$ cat src/rtl/sop_pkg.sv
package sop_pkg;

  typedef enum logic [1:0] {
    MODE_ARRAY  = 2'd0,
    MODE_FIXED  = 2'd1,
    MODE_DECODE = 2'd2,
    MODE_OFF    = 2'd3
  } mode_e;

  // Literal vector: bit 2i is input i, bit 2i+1 its inverse.
  function automatic logic [63:0] expand_literals(input logic [31:0] in_bits, input int n);
    logic [63:0] lits;
    lits = '0;
    for (int i = 0; i < 32; i++) begin
      if (i < n) begin
        lits[2*i]   = in_bits[i];
        lits[2*i+1] = ~in_bits[i];
      end
    end
    return lits;
  endfunction

  // AND of connected literals; an all-empty row gives 1 unless empty_zero.
  function automatic logic product_of(input logic [63:0] row, input logic [63:0] lits,
                                      input int width, input bit empty_zero);
    logic res;
    logic any;
    res = 1'b1;
    any = 1'b0;
    for (int i = 0; i < 64; i++) begin
      if (i < width && row[i]) begin
        any = 1'b1;
        if (!lits[i]) res = 1'b0;
      end
    end
    if (!any && empty_zero) res = 1'b0;
    return res;
  endfunction

endpackage

$ cat src/rtl/sop_cfg_store.sv
module sop_cfg_store #(
  parameter int N_TERM = 8,
  parameter int N_OUT  = 2,
  parameter int AND_W  = 8,
  parameter int OR_W   = 16,
  parameter int CFG_W  = 16,
  parameter int ROW_W  = 3
) (
  input  logic                    clk,
  input  logic                    rst_n,
  input  logic                    wr_and,
  input  logic                    wr_or,
  input  logic [ROW_W-1:0]        row,
  input  logic [CFG_W-1:0]        data,
  output logic [N_TERM*AND_W-1:0] and_rows,
  output logic [N_OUT*OR_W-1:0]   or_rows
);

  logic [AND_W-1:0] and_q [N_TERM];
  logic [OR_W-1:0]  or_q  [N_OUT];

  always_ff @(posedge clk) begin
    if (!rst_n) begin
      for (int p = 0; p < N_TERM; p++) and_q[p] <= '0;
      for (int m = 0; m < N_OUT; m++)  or_q[m]  <= '0;
    end else begin
      for (int p = 0; p < N_TERM; p++)
        if (wr_and && int'(row) == p) and_q[p] <= data[AND_W-1:0];
      for (int m = 0; m < N_OUT; m++)
        if (wr_or && int'(row) == m) or_q[m] <= data[OR_W-1:0];
    end
  end

  for (genvar p = 0; p < N_TERM; p++) begin : g_and_flat
    assign and_rows[p*AND_W +: AND_W] = and_q[p];
  end
  for (genvar m = 0; m < N_OUT; m++) begin : g_or_flat
    assign or_rows[m*OR_W +: OR_W] = or_q[m];
  end

endmodule

$ cat src/rtl/sop_and_plane.sv
module sop_and_plane #(
  parameter int N_IN       = 4,
  parameter int N_TERM     = 8,
  parameter int EMPTY_ZERO = 0,
  localparam int AND_W     = 2 * N_IN,
  localparam int DEC_N     = 1 << N_IN
) (
  input  logic [N_IN-1:0]         in_vec,
  input  logic [N_TERM*AND_W-1:0] and_rows,
  output logic [N_TERM-1:0]       term_vec,
  output logic [DEC_N-1:0]        minterm_vec
);

  logic [63:0] lits;
  assign lits = sop_pkg::expand_literals(32'(in_vec), N_IN);

  for (genvar p = 0; p < N_TERM; p++) begin : g_term
    assign term_vec[p] = sop_pkg::product_of(64'(and_rows[p*AND_W +: AND_W]), lits,
                                             AND_W, EMPTY_ZERO != 0);
  end

  for (genvar k = 0; k < DEC_N; k++) begin : g_minterm
    assign minterm_vec[k] = (in_vec == N_IN'(k));
  end

endmodule

$ cat src/rtl/sop_or_plane.sv
module sop_or_plane #(
  parameter int N_TERM = 8,
  parameter int N_OUT  = 2,
  parameter int DEC_N  = 16,
  parameter int OR_W   = 16,
  localparam int GRP   = N_TERM / N_OUT
) (
  input  sop_pkg::mode_e         mode,
  input  logic [N_TERM-1:0]      term_vec,
  input  logic [DEC_N-1:0]       minterm_vec,
  input  logic [N_OUT*OR_W-1:0]  or_rows,
  output logic [N_OUT-1:0]       sum_vec
);

  for (genvar m = 0; m < N_OUT; m++) begin : g_out
    logic [OR_W-1:0] row;
    logic arr_s, fix_s, dec_s;
    assign row   = or_rows[m*OR_W +: OR_W];
    assign arr_s = |(row[N_TERM-1:0] & term_vec);
    assign fix_s = |term_vec[m*GRP +: GRP];
    assign dec_s = |(row[DEC_N-1:0] & minterm_vec);
    always_comb begin
      case (mode)
        sop_pkg::MODE_ARRAY:  sum_vec[m] = arr_s;
        sop_pkg::MODE_FIXED:  sum_vec[m] = fix_s;
        sop_pkg::MODE_DECODE: sum_vec[m] = dec_s;
        default:              sum_vec[m] = 1'b0;
      endcase
    end
  end

endmodule

$ cat src/rtl/sop_array.sv
module sop_array #(
  parameter int N_IN       = 4,
  parameter int N_TERM     = 8,
  parameter int N_OUT      = 2,
  parameter int EMPTY_ZERO = 0,
  localparam int AND_W     = 2 * N_IN,
  localparam int DEC_N     = 1 << N_IN,
  localparam int OR_W      = (N_TERM > DEC_N) ? N_TERM : DEC_N,
  localparam int CFG_W     = (AND_W > OR_W) ? AND_W : OR_W,
  localparam int ROWS      = (N_TERM > N_OUT) ? N_TERM : N_OUT,
  localparam int ROW_W     = (ROWS > 1) ? $clog2(ROWS) : 1
) (
  input  logic             clk,
  input  logic             rst_n,
  input  logic [1:0]       mode,
  input  logic [N_IN-1:0]  in_vec,
  input  logic             cfg_load,
  input  logic             cfg_we,
  input  logic             cfg_plane,
  input  logic [ROW_W-1:0] cfg_row,
  input  logic [CFG_W-1:0] cfg_data,
  output logic [N_OUT-1:0] out_vec
);

  logic                    wr_and, wr_or;
  logic [N_TERM*AND_W-1:0] and_rows;
  logic [N_OUT*OR_W-1:0]   or_rows;
  logic [N_TERM-1:0]       term_vec;
  logic [DEC_N-1:0]        minterm_vec;
  logic [N_OUT-1:0]        sum_vec;
  logic [N_OUT-1:0]        out_q;

  assign wr_and = cfg_load && cfg_we && !cfg_plane;
  assign wr_or  = cfg_load && cfg_we &&  cfg_plane;

  sop_cfg_store #(
    .N_TERM(N_TERM), .N_OUT(N_OUT), .AND_W(AND_W),
    .OR_W(OR_W), .CFG_W(CFG_W), .ROW_W(ROW_W)
  ) cfg_i (
    .clk(clk), .rst_n(rst_n), .wr_and(wr_and), .wr_or(wr_or),
    .row(cfg_row), .data(cfg_data), .and_rows(and_rows), .or_rows(or_rows)
  );

  sop_and_plane #(
    .N_IN(N_IN), .N_TERM(N_TERM), .EMPTY_ZERO(EMPTY_ZERO)
  ) and_i (
    .in_vec(in_vec), .and_rows(and_rows),
    .term_vec(term_vec), .minterm_vec(minterm_vec)
  );

  sop_or_plane #(
    .N_TERM(N_TERM), .N_OUT(N_OUT), .DEC_N(DEC_N), .OR_W(OR_W)
  ) or_i (
    .mode(sop_pkg::mode_e'(mode)), .term_vec(term_vec),
    .minterm_vec(minterm_vec), .or_rows(or_rows), .sum_vec(sum_vec)
  );

  always_ff @(posedge clk) begin
    if (!rst_n)        out_q <= '0;
    else if (cfg_load) out_q <= '0;
    else               out_q <= sum_vec;
  end

  assign out_vec = out_q;

endmodule

$ cat config.mk
export PLATFORM = sky130hd
export DESIGN_NAME = sop_array
export DESIGN_NICKNAME = d
export VERILOG_FILES = /design/src/rtl/sop_pkg.sv /design/src/rtl/sop_cfg_store.sv /design/src/rtl/sop_and_plane.sv /design/src/rtl/sop_or_plane.sv /design/src/rtl/sop_array.sv
export SDC_FILE = /design/constraint.sdc
export NUM_CORES = 1
export LEC_CHECK = 0
export BUFFER_PORTS_ARGS = -buffer_cell sky130_fd_sc_hd__buf_4
export CORE_AREA = 2 2 87 89
export DETAILED_ROUTE_END_ITERATION = 6
export DIE_AREA = 0 0 89 91
export PLACE_DENSITY = 0.78
export SLEW_MARGIN = 20
export SYNTH_ARGS = -nofsm -noshare
export SYNTH_HDL_FRONTEND = slang
export SYNTH_HIERARCHICAL = 1
export SYNTH_SLANG_ARGS = --single-unit
$ cat constraint.sdc
create_clock -name clk -period 6.2 [get_ports clk]
set_clock_uncertainty 0.15 [all_clocks]
set_input_delay 1.24 -clock clk [delete_from_list [all_inputs] [get_ports clk]]
set_output_delay 1.24 -clock clk [all_outputs]
set_load 0.01 [all_outputs]
# Word level (Yosys, flattened, before mapping)

Memory sizes are Yosys's and may differ from the RTL's.
Cells that the tools add are included.

Register bits: 2
Memories kept: 2
Memory bits (read-only): 0
Output and inout bits: 2
Bits in writable memories: 96
Latch bits: 0

Reduce and logical (&&, ||, !) cells: 24
Div/mod/pow operators: 0
Order comparisons: 0
Bitwise logic cells: 15
Eq/ne operators: 24
Shift-type cells: 0
Multiply operators: 0
Add/sub/neg operators: 0
Muxes and demuxes: 164

Memory list:

| memory      | words | width | read ports | clocked after memory_dff | write ports | RTL line            | source |
|---|---|---|---|---|---|---|---|
| cfg_i.and_q | 8     | 8     | 8          | 0                        | 8           | sop_cfg_store.sv:19 | `logic [AND_W-1:0] and_q [N_TERM];` |
| cfg_i.or_q  | 2     | 16    | 2          | 0                        | 2           | sop_cfg_store.sv:20 | `logic [OR_W-1:0] or_q [N_OUT];` |

Operators with widths:

| operator             | number |
|---|---|
| $mux W1              | 152 |
| $mux W8              | 8 |
| $and A16 B16 Y16     | 2 |
| $eq A4 B4 Y1 const B | 8 |
| $mux W16             | 2 |
| $reduce_or A16 Y1    | 2 |
| $and A8 B8 Y8        | 2 |
| $eq A4 B3 Y1 const B | 4 |
| $reduce_or A8 Y1     | 2 |
| $logic_and A1 B1 Y1  | 13 |
| $eq A3 B3 Y1 const B | 4 |
| $or A1 B1 Y1         | 10 |
| $eq A4 B2 Y1 const B | 2 |
| $reduce_or A4 Y1     | 2 |
| $eq A3 B2 Y1 const B | 2 |
| $pmux W1 S3          | 2 |
| $eq A4 B1 Y1 const B | 1 |
| $logic_not A4 Y1     | 1 |
| $eq A3 B1 Y1 const B | 1 |
| $logic_not A3 Y1     | 1 |
| $eq A2 B1 Y1 const B | 1 |
| $eq A2 B2 Y1 const B | 1 |
| $logic_not A2 Y1     | 1 |
| $reduce_or A2 Y1     | 1 |
| other kinds (2)      | 2 |

# Depth between registers and ports, before layout

Gate-level depths: netlist of run 1.

Word-level depth: 19
Gate-level depth with buffers: 10
Gate-level depth less buffers: 8

# Hierarchy

Netlist of run 1, hierarchy kept.

Modules (own cells, without submodules):

| module        | times used | area each (um^2) | cells an instance |
|---|---|---|---|
| sop_cfg_store | 1          | 3468.3           | 212 |
| sop_and_plane | 1          | 600.6            | 78 |
| sop_or_plane  | 1          | 271.5            | 40 |
| sop_array     | 1          | 75.1             | 6 |

# Worst setup path after synthesis of run 1

OpenSTA, ideal clock, no wires.

Path type: in2reg
Start: in cfg_plane
End: mem cfg_i.or_q[0][0] (enable)
Slack: 2.879 ns
Arrival time: 2.757 ns
Cell stages on the path: 3
Cell sequence: and3_2 > nand2b_1 > o31ai_1

RTL lines:

| what               | RTL line            | source |
|---|---|---|
| start: declaration | sop_array.sv:19     | `input logic cfg_plane,` |
| end: declaration   | sop_cfg_store.sv:20 |  |

# Final worst setup path of run 1

Start: in in_vec[1]
End: reg out_q[0], in the netlist out_vec[0]

Word-level cells in the longest chain between the ends: 15
Elaborated cells on any way between the ends: 118
Those cells by class: 15 x eq/ne; 97 x mux; 2 x bitwise; 4 x reduce/logical

Ends and longest elaborated chain:

| what                   | RTL line           | source |
|---|---|---|
| start: declaration     | sop_array.sv:16    | `input logic [N_IN-1:0] in_vec,` |
| $mux W1                | sop_pkg.sv:33      | `if (!lits[i]) res = 1'b0;` |
| $mux W1                | sop_pkg.sv:31      | `if (i < width && row[i]) begin` |
| $mux W1                | sop_pkg.sv:33      |  |
| $mux W1 (*)            | sop_pkg.sv:31      |  |
| $mux W1                | sop_pkg.sv:33      |  |
| $mux W1 (*)            | sop_pkg.sv:31      |  |
| $mux W1                | sop_pkg.sv:33      |  |
| $mux W1 (*)            | sop_pkg.sv:31      |  |
| $mux W1                | sop_pkg.sv:33      |  |
| $mux W1 (*)            | sop_pkg.sv:31      |  |
| $mux W1                | sop_pkg.sv:33      |  |
| $mux W1 (*)            | sop_pkg.sv:31      |  |
| net term_vec[1]        | sop_array.sv:28    | `logic [N_TERM-1:0] term_vec;` |
| $and A8 B8 Y8          | sop_or_plane.sv:19 | `assign arr_s = \|(row[N_TERM-1:0] & term_vec);` |
| $reduce_or A8 Y1       | sop_or_plane.sv:19 |  |
| $pmux W1 S3 (*)        | sop_or_plane.sv:23 | `case (mode)` |
| net sum_vec[0]         | sop_array.sv:30    | `logic [N_OUT-1:0] sum_vec;` |
| end signal: assignment | sop_array.sv:61    | `else out_q <= sum_vec;` |
| end: declaration       | sop_array.sv:31    | `logic [N_OUT-1:0] out_q;` |

The timed path passes the listed nets; every way through them passes the cells marked *.
A chain may end at the register's enable or synchronous reset.

==> results, run 1 <==
- The required arrival time at the worst endpoint is 6.35 ns.
- Total power for the finished layout comes to 1.31 mW.
- The number of top-level pins is 32.
- The detail route stage leaves a number of antenna-violating nets equal to 0.
- The pin count of the biggest net entering global routing is 27.
- The startpoint of the most critical setup path is in_vec[1].
- The number of buffers on the longest clock path is 2.
- Summing over every cut layer, the via total after detailed routing is just under 3000.
- The routed length per placed instance is 20.3 um.
- The number of global-route vias before repair is roughly 2900.
- After Yosys synthesis, XOR and XNOR cells account for 0% of the synthesized area.
- Wires add up to 9.58 mm.
- The worst setup slack for register-to-register paths is 3.74 ns.
- The arithmetic-cell share of the synthesized area counting full adders, half adders and majority gates is 0%.
- The slew at the pin closest to its max-slew limit is 1.01 ns.
- In this run the critical register-to-register path is captured at out_vec[0].
- The final worst hold slack is slightly above 0.6 ns.
- The initial utilization of the core area, before any placement, comes to 61.9%.
- Input and output buffers added on the ports amount to 31.
- The portion of synthesized area spent on multiplexers is 5.67%.
- In this run the power spent charging and discharging nets is 0.313 mW.
- The synthesized instance count is 336.
- Sequential elements use 66.2% of the synthesized area.
- The simple-gate share of the synthesized area is 17.8%.
- The achievable clock frequency is 305 MHz.
- The worst setup path is launched from an input pin.
- TritonCTS built the clock tree.
- The number of buffers inserted during clock tree synthesis is 9.
- The critical-path maximum fanout is 15.
- The clock input transition at the sequential cells of the worst setup and hold paths is 0.09 ns.
- The checks that failed: design-rule violations.
- Summed over all layers, the global routing overflow is 0.
- The tool flagged a number of max-cap violations equal to 0.
- The power share of the sequential group is 59.5%.
- The diode insertion count for antenna repair is 0.
- In this run the static leakage power is about 1.7 nW.
- Internal power comes to approximately 1.0 mW.
- The share of total power consumed by net switching is approximately a quarter.
- After detailed routing, the number of remaining DRC violations is 2.
- STA classifies the critical path endpoint as a register.
- At the end of the flow the core is filled with cells to 68.7%.
- The number of antenna violations at the first check in global routing was 0.
- The post-route fraction of the period consumed by the critical path is 52.9%.
- The final cell area excluding filler cells is 4900 sq um.
- The largest family of logic cells by synthesized area is simple AND/OR/NAND/NOR gates.
- The min-delay analysis places its worst path in the category reg -> reg.
- Counting flops and latches in the post-synthesis netlist gives a little under 100.
- In this run, the clock network consumes 32.0% of the power.
- Synthesis produced a netlist with a net count of roughly 370.
- The depth of the most critical reg-to-reg path is 8.
- The first detailed-routing pass ran for 7 iterations.
- The run finished, with violations left.
- The destination of the critical timing path is out_vec[0].
- The vertical die dimension is approximately 91 um.
- The cell at the root of the clock tree is sky130_fd_sc_hd__clkbuf_8.
- The number of distinct standard cells referenced by the synthesized netlist is 39.
- The first global-routing pass estimated 14.9 mm of wire.
- The floorplan die width is 89 um.
- The routed via count divided by cell count is 6.19.
- The synthesized netlist devotes approximately 7.4% of its cell area to compound gates.
- The number of pins exceeding their max-slew limit in the final report is 0.
- The total number of yosys warnings is 6.
- The core region is 7140 sq um.
- The placement row count is 31.
- The post-layout net count is roughly 400.
- The critical path is of the in -> reg type.
- Data arrives at the worst endpoint at around 3.4 ns.
- The setup violation total in the final timing report is 0.
- The final hold violation count is 0.
- The first routing iteration left 316 violations.
- For this design, the CTS-stage hold fixing added 0 buffers.
- The mapped cell area is roughly 4400 sq um.
- Clock latency on the worst-skew pair, taken at its later pin, is 0.36 ns.
- The total placed instance area is 4700 sq um.
- The startpoint of the lowest-slack register-to-register path is cfg_i/and_q[0][11].
- Setup repair after global routing left no endpoint under its margin.
- Dividing total power by cell area gives a power density of 268 nW/um^2.
- The highest ir drop seen on vdd is 0.179 mV.
- The clock drives 98 sinks.
- Global routing used between 20% and 30% of the available tracks across all layers.
- In this run the post-CTS setup repair buffer count came out at 0.
- The post-cts resize count is 0.
- The H-tree was split into 3 levels.
- The layout cell share with drive strength beyond 1 is 19.6%.
- The placer congestion estimate is 0.892.
- The layout overhead on the synthesized area is 11.0%.
- The mean post-synth cell area is 13.1 sq um.
- Headroom to the max-slew limit came out at a little under a third.
- The routed design could run at a clock period as short as 3.28 ns.
- Summed over all nets, the half-perimeter wirelength after detailed placement is 6.59 mm.
- In this run, the combinational gates consume under 10% of the power.
- The die area is 8100 sq um.
- The final sum of negative setup slack is 0 ns.
==> logic make-up (layout without fill, tap and decap cells) <==
family	Yosys count	after routing
compound gates	40	40
buf+inv	21	57
mux	24	24
flops	98	98
simple gates	153	153
==> layer usage <==
| metal | wire (um) | global-route usage [%] | up-vias | share of wire [%] |
|---|---|---|---|---|
| met3 | 734 | 4.45 | 22 | 7.7 |
| met2 | 4790 | 40.4 | 152 | 50 |
| met1 | 3850 | 33.8 | 1413 | 40 |
| li1 | - | - | 1329 | - |
| met5 | 0 | 0 | - | 0 |
| met4 | 210 | 9.58 | 0 | 2.2 |
==> cell usage after synthesis (all sizes together) <==
| master | instances | area share [%] |
|---|---|---|
| edfxtp | 96 | 65 |
| nor2 | 61 | 5.5 |
| nand2 | 28 | 2.4 |
| a22oi | 16 | 2.7 |
| mux2i | 16 | 3.6 |
| and2 | 14 | 2.0 |
| buf | 13 | 2.3 |
| nor3 | 9 | 1.0 |
| a2111oi | 8 | 2.1 |
| mux2 | 8 | 2.0 |
| nor2b | 8 | 1.1 |
| o21ai | 7 | 0.79 |
| nand2b | 6 | 0.85 |
| nand4b | 6 | 1.2 |
| inv | 5 | 0.43 |
| a222oi | 4 | 0.91 |
| nand3 | 4 | 0.45 |
| nand4bb | 4 | 1.0 |
| and3b | 3 | 0.62 |
| clkbuf | 3 | 0.26 |
| nor4 | 3 | 0.43 |
| a211o | 2 | 0.43 |
| a31oi | 2 | 0.28 |
| dfxtp | 2 | 0.91 |
| nand4 | 2 | 0.28 |
| and3 | 1 | 0.17 |
| nor4bb | 1 | 0.23 |
| o31ai | 1 | 0.17 |
| or2b | 1 | 0.17 |
| or3b | 1 | 0.20 |
| or4b | 1 | 0.23 |
==> through the flow <==
step                      std cells  setup WS (ns)
final                           471           2.92
after global routing            471           2.71
after CTS                       471           2.95
after detailed placement        455           2.58
after global placement          455           2.69
after floorplan                 336           2.88
==> flip-flops by register name, indices dropped and copies added, names as in the netlist <==
signal / flops
cfg_i/and_q: 64
cfg_i/or_q: 32
out_vec: 2
==> layout by cell type, fill, tap and decap left out, types with 2 or more instances in the layout <==
master | synthesis | layout
sky130_fd_sc_hd__nand3_1 | 4 | 4
sky130_fd_sc_hd__inv_6 | 0 | 4
sky130_fd_sc_hd__inv_1 | 5 | 5
sky130_fd_sc_hd__a2111oi_0 | 3 | 3
sky130_fd_sc_hd__dfxtp_1 | 2 | 2
sky130_fd_sc_hd__nand4_1 | 2 | 2
sky130_fd_sc_hd__nand4b_1 | 6 | 6
sky130_fd_sc_hd__nor2_1 | 56 | 56
sky130_fd_sc_hd__a22oi_1 | 16 | 16
sky130_fd_sc_hd__nor2b_1 | 8 | 8
sky130_fd_sc_hd__a2111oi_1 | 2 | 2
sky130_fd_sc_hd__o21ai_0 | 5 | 4
sky130_fd_sc_hd__o21ai_1 | 2 | 3
sky130_fd_sc_hd__edfxtp_1 | 96 | 96
sky130_fd_sc_hd__clkbuf_8 | 0 | 9
sky130_fd_sc_hd__a222oi_1 | 4 | 4
sky130_fd_sc_hd__nor2_2 | 5 | 5
sky130_fd_sc_hd__nand2b_1 | 6 | 6
sky130_fd_sc_hd__mux2i_1 | 16 | 16
sky130_fd_sc_hd__clkinv_2 | 0 | 2
sky130_fd_sc_hd__nand2_1 | 28 | 28
sky130_fd_sc_hd__and3b_1 | 2 | 2
sky130_fd_sc_hd__buf_4 | 0 | 36
sky130_fd_sc_hd__and2_1 | 14 | 14
sky130_fd_sc_hd__nor4_1 | 3 | 3
sky130_fd_sc_hd__a2111oi_2 | 3 | 3
sky130_fd_sc_hd__nand4bb_1 | 4 | 4
sky130_fd_sc_hd__mux2_2 | 8 | 8
sky130_fd_sc_hd__a31oi_1 | 2 | 2
sky130_fd_sc_hd__nor3_1 | 9 | 9
==> worst min path at each step <==
stage	start	to	slack, ns	cells past startpoint
final	cfg_i/or_q[0][1]	out_vec[0]	0.62	3
after global routing	cfg_i/or_q[0][1]	out_vec[0]	0.63	3
after CTS	cfg_i/or_q[0][1]	out_vec[0]	0.60	3
after detailed placement	cfg_i/or_q[0][1]	out_vec[0]	0.58	3
after global placement	cfg_i/or_q[0][1]	out_vec[0]	0.56	3
after floorplan	cfg_i/or_q[0][29]	out_vec[1]	0.50	3
==> power groups by stage <==
stage / Clock, mW / Sequential (mW) / Combinational, mW
finish: 0.420 / 0.781 / 0.112
global route: 0.447 / 0.785 / 0.122
CTS: 0.421 / 0.781 / 0.111
detailed placement: 0 / 0.797 / 0.111
global placement: 0 / 0.795 / 0.108
floorplan: 0 / 0.790 / 0.0713
==> worst max-delay path, cell delays in order <==
cell and delay [ns]:
sky130_fd_sc_hd__buf_4 0.24, sky130_fd_sc_hd__mux2i_1 0.22, sky130_fd_sc_hd__nand2_1 0.07, sky130_fd_sc_hd__a2111oi_0 0.88, sky130_fd_sc_hd__nor4_1 0.17, sky130_fd_sc_hd__o21ai_0 0.20
sky130_fd_sc_hd__o21ai_1 0.09, sky130_fd_sc_hd__a31oi_1 0.15, sky130_fd_sc_hd__and3b_1 0.17
==> final cells by class <==
class	count	area, sq um
flip-flops and latches	98	2920
fillers	553	2230
multi-input cells	217	1370
repair buffers	36	270
clock buffers	9	124
well taps	99	124
clock inverters	7	75.1
inverters	5	18.8
Power figures use the tool's default switching activity.
==> inputs of run 2 (changes only) <==
- CORE_AREA: 2 2 87 89 -> 2 2 94 96
- DIE_AREA: 0 0 89 91 -> 0 0 96 98
- PLACE_DENSITY: 0.78 -> 0.7
- clock period: 6.2 -> 2.9 ns (I/O delays scaled with it)
==> run 2 against run 1 <==
The run now ends clean. Sequential share of layout area decreased by 0.60 points. Design area increased by 1.0%. Worst hold slack got worse by 0.26 ns. Wire length increased by 3.4%. Via count decreased by 0.41%. Sequential power increased by 110%. First-iteration DRC count decreased by 16%. Non-clock buffer count increased by 5. Sequential cell count unchanged. Register-to-register slack got worse by 3.1 ns. Core utilization decreased by 10 points. Critical path depth decreased by 1. Critical path type unchanged. Critical endpoint is now out_vec[1]. Largest cell class unchanged.
==> results, run 2 (synthesis results as in run 1) <==
- The overall power of the completed layout is 2.81 mW.
- The area taken by flip-flops and latches is 2920 sq um.
- The initial cell density of the core is between 50% and 60%.
- At the end of routability-driven placement, the weighted congestion stood at 0.972.
- For this block, the initial DRC count from the detailed router was 264.
- The deepest level of the CTS H-tree is 3.
- The post-layout net count is approximately 400.
- The final cell area excluding filler cells is 4950 sq um.
- The register with the most flip-flops in the layout has 64 of them.
- No sink is reached through more buffers than the 2 on the longest clock path.
- The achievable clock frequency is 421 MHz.
- The most common cell after layout, fill and taps aside is sky130_fd_sc_hd__edfxtp_1.
- The cell at the root of the clock tree is sky130_fd_sc_hd__clkbuf_8.
- In this run the remaining antenna-violating nets after routing total 0.
- The clock input transition at the sequential cells of the worst setup and hold paths is 0.10 ns.
- The multi-input combinational cells in the finished layout cover a total of 1370 sq um.
- The post-route fraction of the period consumed by the critical path is around four fifths.
- The required arrival time at the worst endpoint is about 3 ns.
- Data arrives at the worst endpoint at 2.53 ns.
- After clock tree synthesis, the flow added hold-fix buffers numbering 0.
- The core box area is 8470 sq um.
- In this run the tool buffered the top-level ports with 31 buffer cells.
- Walking the worst path, the cells encountered are buf_4 -> mux2_2 -> a2111oi_1 -> nor4_1 -> o21ai_0 -> o21ai_1 -> a31oi_1 -> and3b_1.
- The die covers 9410 sq um.
- Adding up every negative setup slack in the final design gives 0 ns.
- For this design, the slowest cell found on the critical path is sky130_fd_sc_hd__a2111oi_1.
- The overall overflow remaining after global route is 0.
- Summed over all layers, the routed wires come to 9.90 mm.
- Detailed placement finished with a half-perimeter wire length of 6.75 mm.
- The number of global-route vias before repair is approximately 2800.
- At the later pin of the worst-skew pair, clock insertion delay measures 0.36 ns.
- The run finished with clean final reports.
- In this run the core area contains 34 standard-cell rows.
- The number of violations of the max-capacitance limit is 0.
- The clock sink count is 98.
- After layout, the minimum clock period comes to 2.37 ns.
- The final hold violation count was 0.
- The startpoint identified for the worst hold timing path is cfg_data[8].
- Post-CTS timing repair inserted 0 buffers for setup.
- Across all layers, the routed design uses between 2000 and 3000 vias.
- Summed over all cells, the static leakage comes to roughly 1.7 nW.
- In this design, the stage delay of the slowest critical-path cell is 0.59 ns.
- The library cells used most frequently in the layout, excluding fill and tap cells, are sky130_fd_sc_hd__edfxtp_1 (96), sky130_fd_sc_hd__nor2_1 (56), sky130_fd_sc_hd__buf_4 (41).
- Setup repair after global routing left no endpoint under its margin.
- The number of iterations in the first detailed-routing pass is 4.
- Dividing the detail-routed wire length by the instance count gives 20.4 um.
- The number of fillers in the final layout is 689.
- The number of antenna violations at the first check in global routing was 0.
- In the routed layout, each cell is associated on average with a via count of 5.99.
- The post-route netlist has between 20% and 30% of its cells at a drive strength greater than 1.
- More flip-flops sit in one register than any other, and that register is cfg_i/and_q.
- In this run, placement finished with an instance count of roughly 470.
- In this run the worst setup path begins at in_vec[0].
- The power per cell area is approximately 570 nW/um^2.
- The TritonCTS clock tree is yes.
- VDD sags by at most 0.241 mV.
- The buffers plus inverters on the worst setup path is 1.
- The class of the most critical setup path is in -> reg.
- The overall fraction of global-route tracks in use is 22.6%.
- The min-delay analysis places its worst path in the category in -> reg.
- The startpoint of the lowest-slack register-to-register path is cfg_i/and_q[1][3].
- Measured along the x axis, the die boundary spans ~96 um.
- The number of pins exceeding their max-slew limit in the final report is 0.
- The layout overhead on the synthesized area is 12.2%.
- The repair_antennas step left the layout with diodes totalling 0.
- The vertical die dimension is 98 um.
- 32 I/O pins were placed.
- The first global-routing pass estimated 15.5 mm of wire.
- In this design, the largest share of critical-path delay is due to compound AO/OA/AOI/OAI gates.
- The setup violation total in the final timing report is 0.
- The final routed DRC violation total is 0.
- Counting the buffers created by CTS gives 9.
- The placed instances occupy a cell area of approximately 4800 sq um.
- After the flow finishes, the layout carries non-filler instances totaling 485.
- The sort of element at the end of the critical path is a register.
- At the pin with the least slew margin, the transition time is 0.728 ns.
- Measured against its own limit, the worst slew margin works out to 51.3%.
- Entering global routing, the biggest net connects 27 pins.
- The critical-path maximum fanout is 15.
- The type of origin of the critical path is an input pin.
- The post-cts resize count is 0.
==> run 2: worst paths after layout <==
check                            to  slack (ns)  cells after the start
setup / recovery         out_vec[1]        0.53                      8
hold / removal    cfg_i/or_q[0][24]        0.36                      2
setup reg to reg         out_vec[1]        0.69                      8
hold reg to reg          out_vec[0]        0.62                      3
==> run 2: area by class of cell <==
class	count	share of cell area, %
multi-input combinational	217	27.6
inverter	5	0.379
clock buffer	10	2.58
timing repair buffer	41	6.22
sequential	98	59.0
clock inverter	6	1.47
tap	108	2.73
==> run 2: power by group <==
group          internal, mW  switching, mW  total [mW]
logic                0.0958          0.149       0.245
clock network         0.410          0.482       0.892
registers              1.64         0.0332        1.67
total                  2.14          0.664        2.81
==> run 2: metrics by stage <==
stage               utilization (%)  setup slack (ns)  hold slack [ns]
floorplan                         -             0.239            0.500
global placement               56.1             0.265            0.587
detailed placement             56.1             0.162            0.597
CTS                            58.5             0.545            0.352
global route                   58.5             0.440            0.349
finish                         58.5             0.525            0.363
==> run 2: routing by layer <==
layer,GRT usage [%],wire [um],vias to the layer above
met5,0,0,-
met4,10.0,289,0
met3,5.32,745,29
met2,35.0,4880,136
met1,30.4,3990,1407
li1,-,-,1332
==> inputs of run 3 (changes only) <==
- CORE_AREA: 2 2 94 96 -> 2 2 89 91
- DIE_AREA: 0 0 96 98 -> 0 0 91 93
- PLACE_DENSITY: 0.7 -> 0.74
- clock period: 2.9 -> 2.38 ns (I/O delays scaled with it)
==> run 3 against run 2 <==
Die area is 10% lower. Critical endpoint is now out_vec[0]. Count of clock-buffer cells in the layout stayed put. Core utilization is 8.3 points higher. Register-to-register slack worse by 0.39 ns. Combinational power is 27% higher.
==> results, run 3 (synthesis results as in run 1) <==
- For this design, the slowest cell found on the critical path is sky130_fd_sc_hd__a2111oi_0.
- Hold repair after CTS inserted 0 buffers.
- The quantity of I/O buffers inserted on ports is 31.
- Global routing consumed, on the met2 layer, 40.4% of the routing resources.
- For this design the static power due to leakage is 1.79 nW.
- The routed length per placed instance is 20.3 um.
- The overall overflow remaining after global route is 0.
- Setup repair after global routing left no endpoint under its margin.
- The number of placed instances with taps included is ~470.
- The repair_antennas step left the layout with diodes totalling 0.
- Once the clock tree was built, the resizer swapped 0 gates to a different size.
- For the worst setup path, the data required time is 2.54 ns.
- Traced cell by cell, the critical path runs through buf_4 -> mux2_2 -> a2111oi_0 -> buf_4 -> nor4_1 -> o21ai_0 -> o21ai_1 -> a31oi_1 -> and3b_1.
- The register with the most flip-flops in the layout has 64 of them.
- Counting the buffers created by CTS gives 9.
- The min-delay analysis places its worst path in the category in -> reg.
- The number of buffers on the longest clock path is 2.
- Ranked by flip-flop count, first place goes to cfg_i/and_q.
- The total number of vias is 3012.
- The number of iterations in the first detailed-routing pass is 6.
- The startpoint of the most critical setup path is in_vec[0].
- CTS placed an instance of sky130_fd_sc_hd__clkbuf_8 at the clock tree root.
- The number of antenna violations at the first check in global routing was 0.
- The total wirelength of the detailed-routed design is approximately 10 mm.
- The floorplan die width is 91 um.
- The post-layout net count is 413.
- The vertical die dimension is 93 um.
- The clock latency of the later-clocked register in the worst-skew pair is roughly 0.36 ns.
- The number of top-level pins is 32.
- The number of pins exceeding their max-slew limit in the final report was 0.
- The number of global-route vias before repair was roughly 3000.
- The global-route wire length before repair is approximately 15 mm.
- At the pin with the least slew margin, the transition time is 0.547 ns.
- Cells with a size suffix above 1 make up 22.7% of the layout.
- The layout overhead on the synthesized area is 13.9%.
- The clock sink count is 98.
- The worst-case IR drop observed on VDD is 0.505 mV.
- The clock input transition at the sequential cells of the worst setup and hold paths is 0.10 ns.
- STA classifies the critical path startpoint as an input pin.
- The minimum period implied by the final worst setup slack is 2.10 ns.
- After global routing, the most crowded layer is met2.
- Dividing the detail-routed via count by the number of cells gives just over 6.
- The achievable clock frequency is 476 MHz.
- The most common cell after layout, fill and taps aside is sky130_fd_sc_hd__edfxtp_1.
- The core box area is 7530 sq um.
- The final hold violation count is 0.
- The count of nets left with antenna violations once routing finished came out at 0.
- Across every metal layer, demand over resource in global routing totals 24.2%.
- The post-route fraction of the period consumed by the critical path is 88.3%.
- The flow ran to the end, and the final reports show no timing, DRC or antenna violations.
- The buffer count from post-CTS setup fixing is 0.
- For met3 alone, demand over resource in global routing was 4.03%.
- The worst hold path begins at cfg_data[13].
- Dividing total power by cell area gives a power density of between 600 and 700 nW/um^2.
- The final routed DRC violation total is 0.
- For this run, global-route usage on met1 was measured as 30.9%.
- The die area is 8460 sq um.
- The deepest level of the CTS H-tree is 3.
- TritonCTS built the clock tree.
- The relative max-transition margin is around 63%.
- Max-cap violations in this run came to 0.
- In this run the core area contains 32 standard-cell rows.
- The initial cell density of the core is 58.7%.
- Entering global routing, the biggest net connects 27 pins.
- The final worst hold slack is 0.257 ns.
- At the worst endpoint, the arrival time is 2.26 ns.
- The most numerous cell type found on the critical path is sky130_fd_sc_hd__buf_4.
- The setup path with the least slack is of type in -> reg.
- In this run the worst path has a maximum fanout of 9.
- The detailed router finished its first iteration with 323 violations.
- The setup violation total in the final timing report is 0.
- The startpoint identified for the worst register-to-register timing path is cfg_i/and_q[0][3].
- The sort of element at the end of the critical path is a register.
- In the layout the commonest cells are sky130_fd_sc_hd__edfxtp_1 (96), sky130_fd_sc_hd__nor2_1 (56), sky130_fd_sc_hd__buf_4 (52).
- The largest incremental delay on the critical path is 0.39 ns.
- After the flow finishes, the layout carries non-filler instances totaling between 400 and 500.
- The half-perimeter wire length of the detailed placement result is roughly 6.7 mm.
- At the end of routability-driven placement, the weighted congestion stood at 1.02.
-- run 3: path summary, 6_finish.rpt --
path,endpoint,slack [ns],cells after the start
min,cfg_i/or_q[0][29],0.26,2
max,out_vec[0],0.28,9
min reg2reg,out_vec[0],0.61,3
max reg2reg,out_vec[0],0.30,9
-- run 3: layout make-up --
cell class | instances | area [sq um]
Clock buffer | 10 | 128
Timing Repair Buffer | 52 | 390
Multi-Input combinational cell | 217 | 1370
Sequential cell | 98 | 2920
Fill cell | 576 | 2500
Inverter | 5 | 18.8
Clock inverter | 6 | 72.6
Tap cell | 102 | 128
-- run 3: where the power goes --
group	internal [mW]	total, mW	switching [mW]	leakage, nW
registers	2.00	2.03	0.0379	0.934
logic	0.126	0.311	0.186	0.762
clock network	0.500	1.09	0.594	0.0979
total	2.62	3.44	0.818	1.79
-- run 3: worst max-delay path: cells and delay by family --
family / cells / cell delay (ns)
AOI/OAI and AO/OA: 4 / 0.79
buffers and inverters: 2 / 0.41
muxes: 1 / 0.36
and+or+nand+nor: 2 / 0.21
-- run 3: stage by stage --
step	setup TNS, ns	instance area (sq um)	worst slack, ns	power, mW	utilization [%]
floorplan	0	4420	0.111	2.24	-
global placement	-0.0243	4830	-0.0243	2.37	64.1
detailed placement	-0.0719	4830	-0.0587	2.38	64.1
CTS	0	5030	0.305	3.44	66.8
global route	0	5030	0.107	3.53	66.8
finish	0	5030	0.278	3.44	66.8
-- run 3: routing by layer --
layer  part of all wire [%]  up-vias
li1                       -     1359
met1                     40     1466
met2                     49      157
met3                    6.7       30
met4                    3.5        0
met5                      0        -
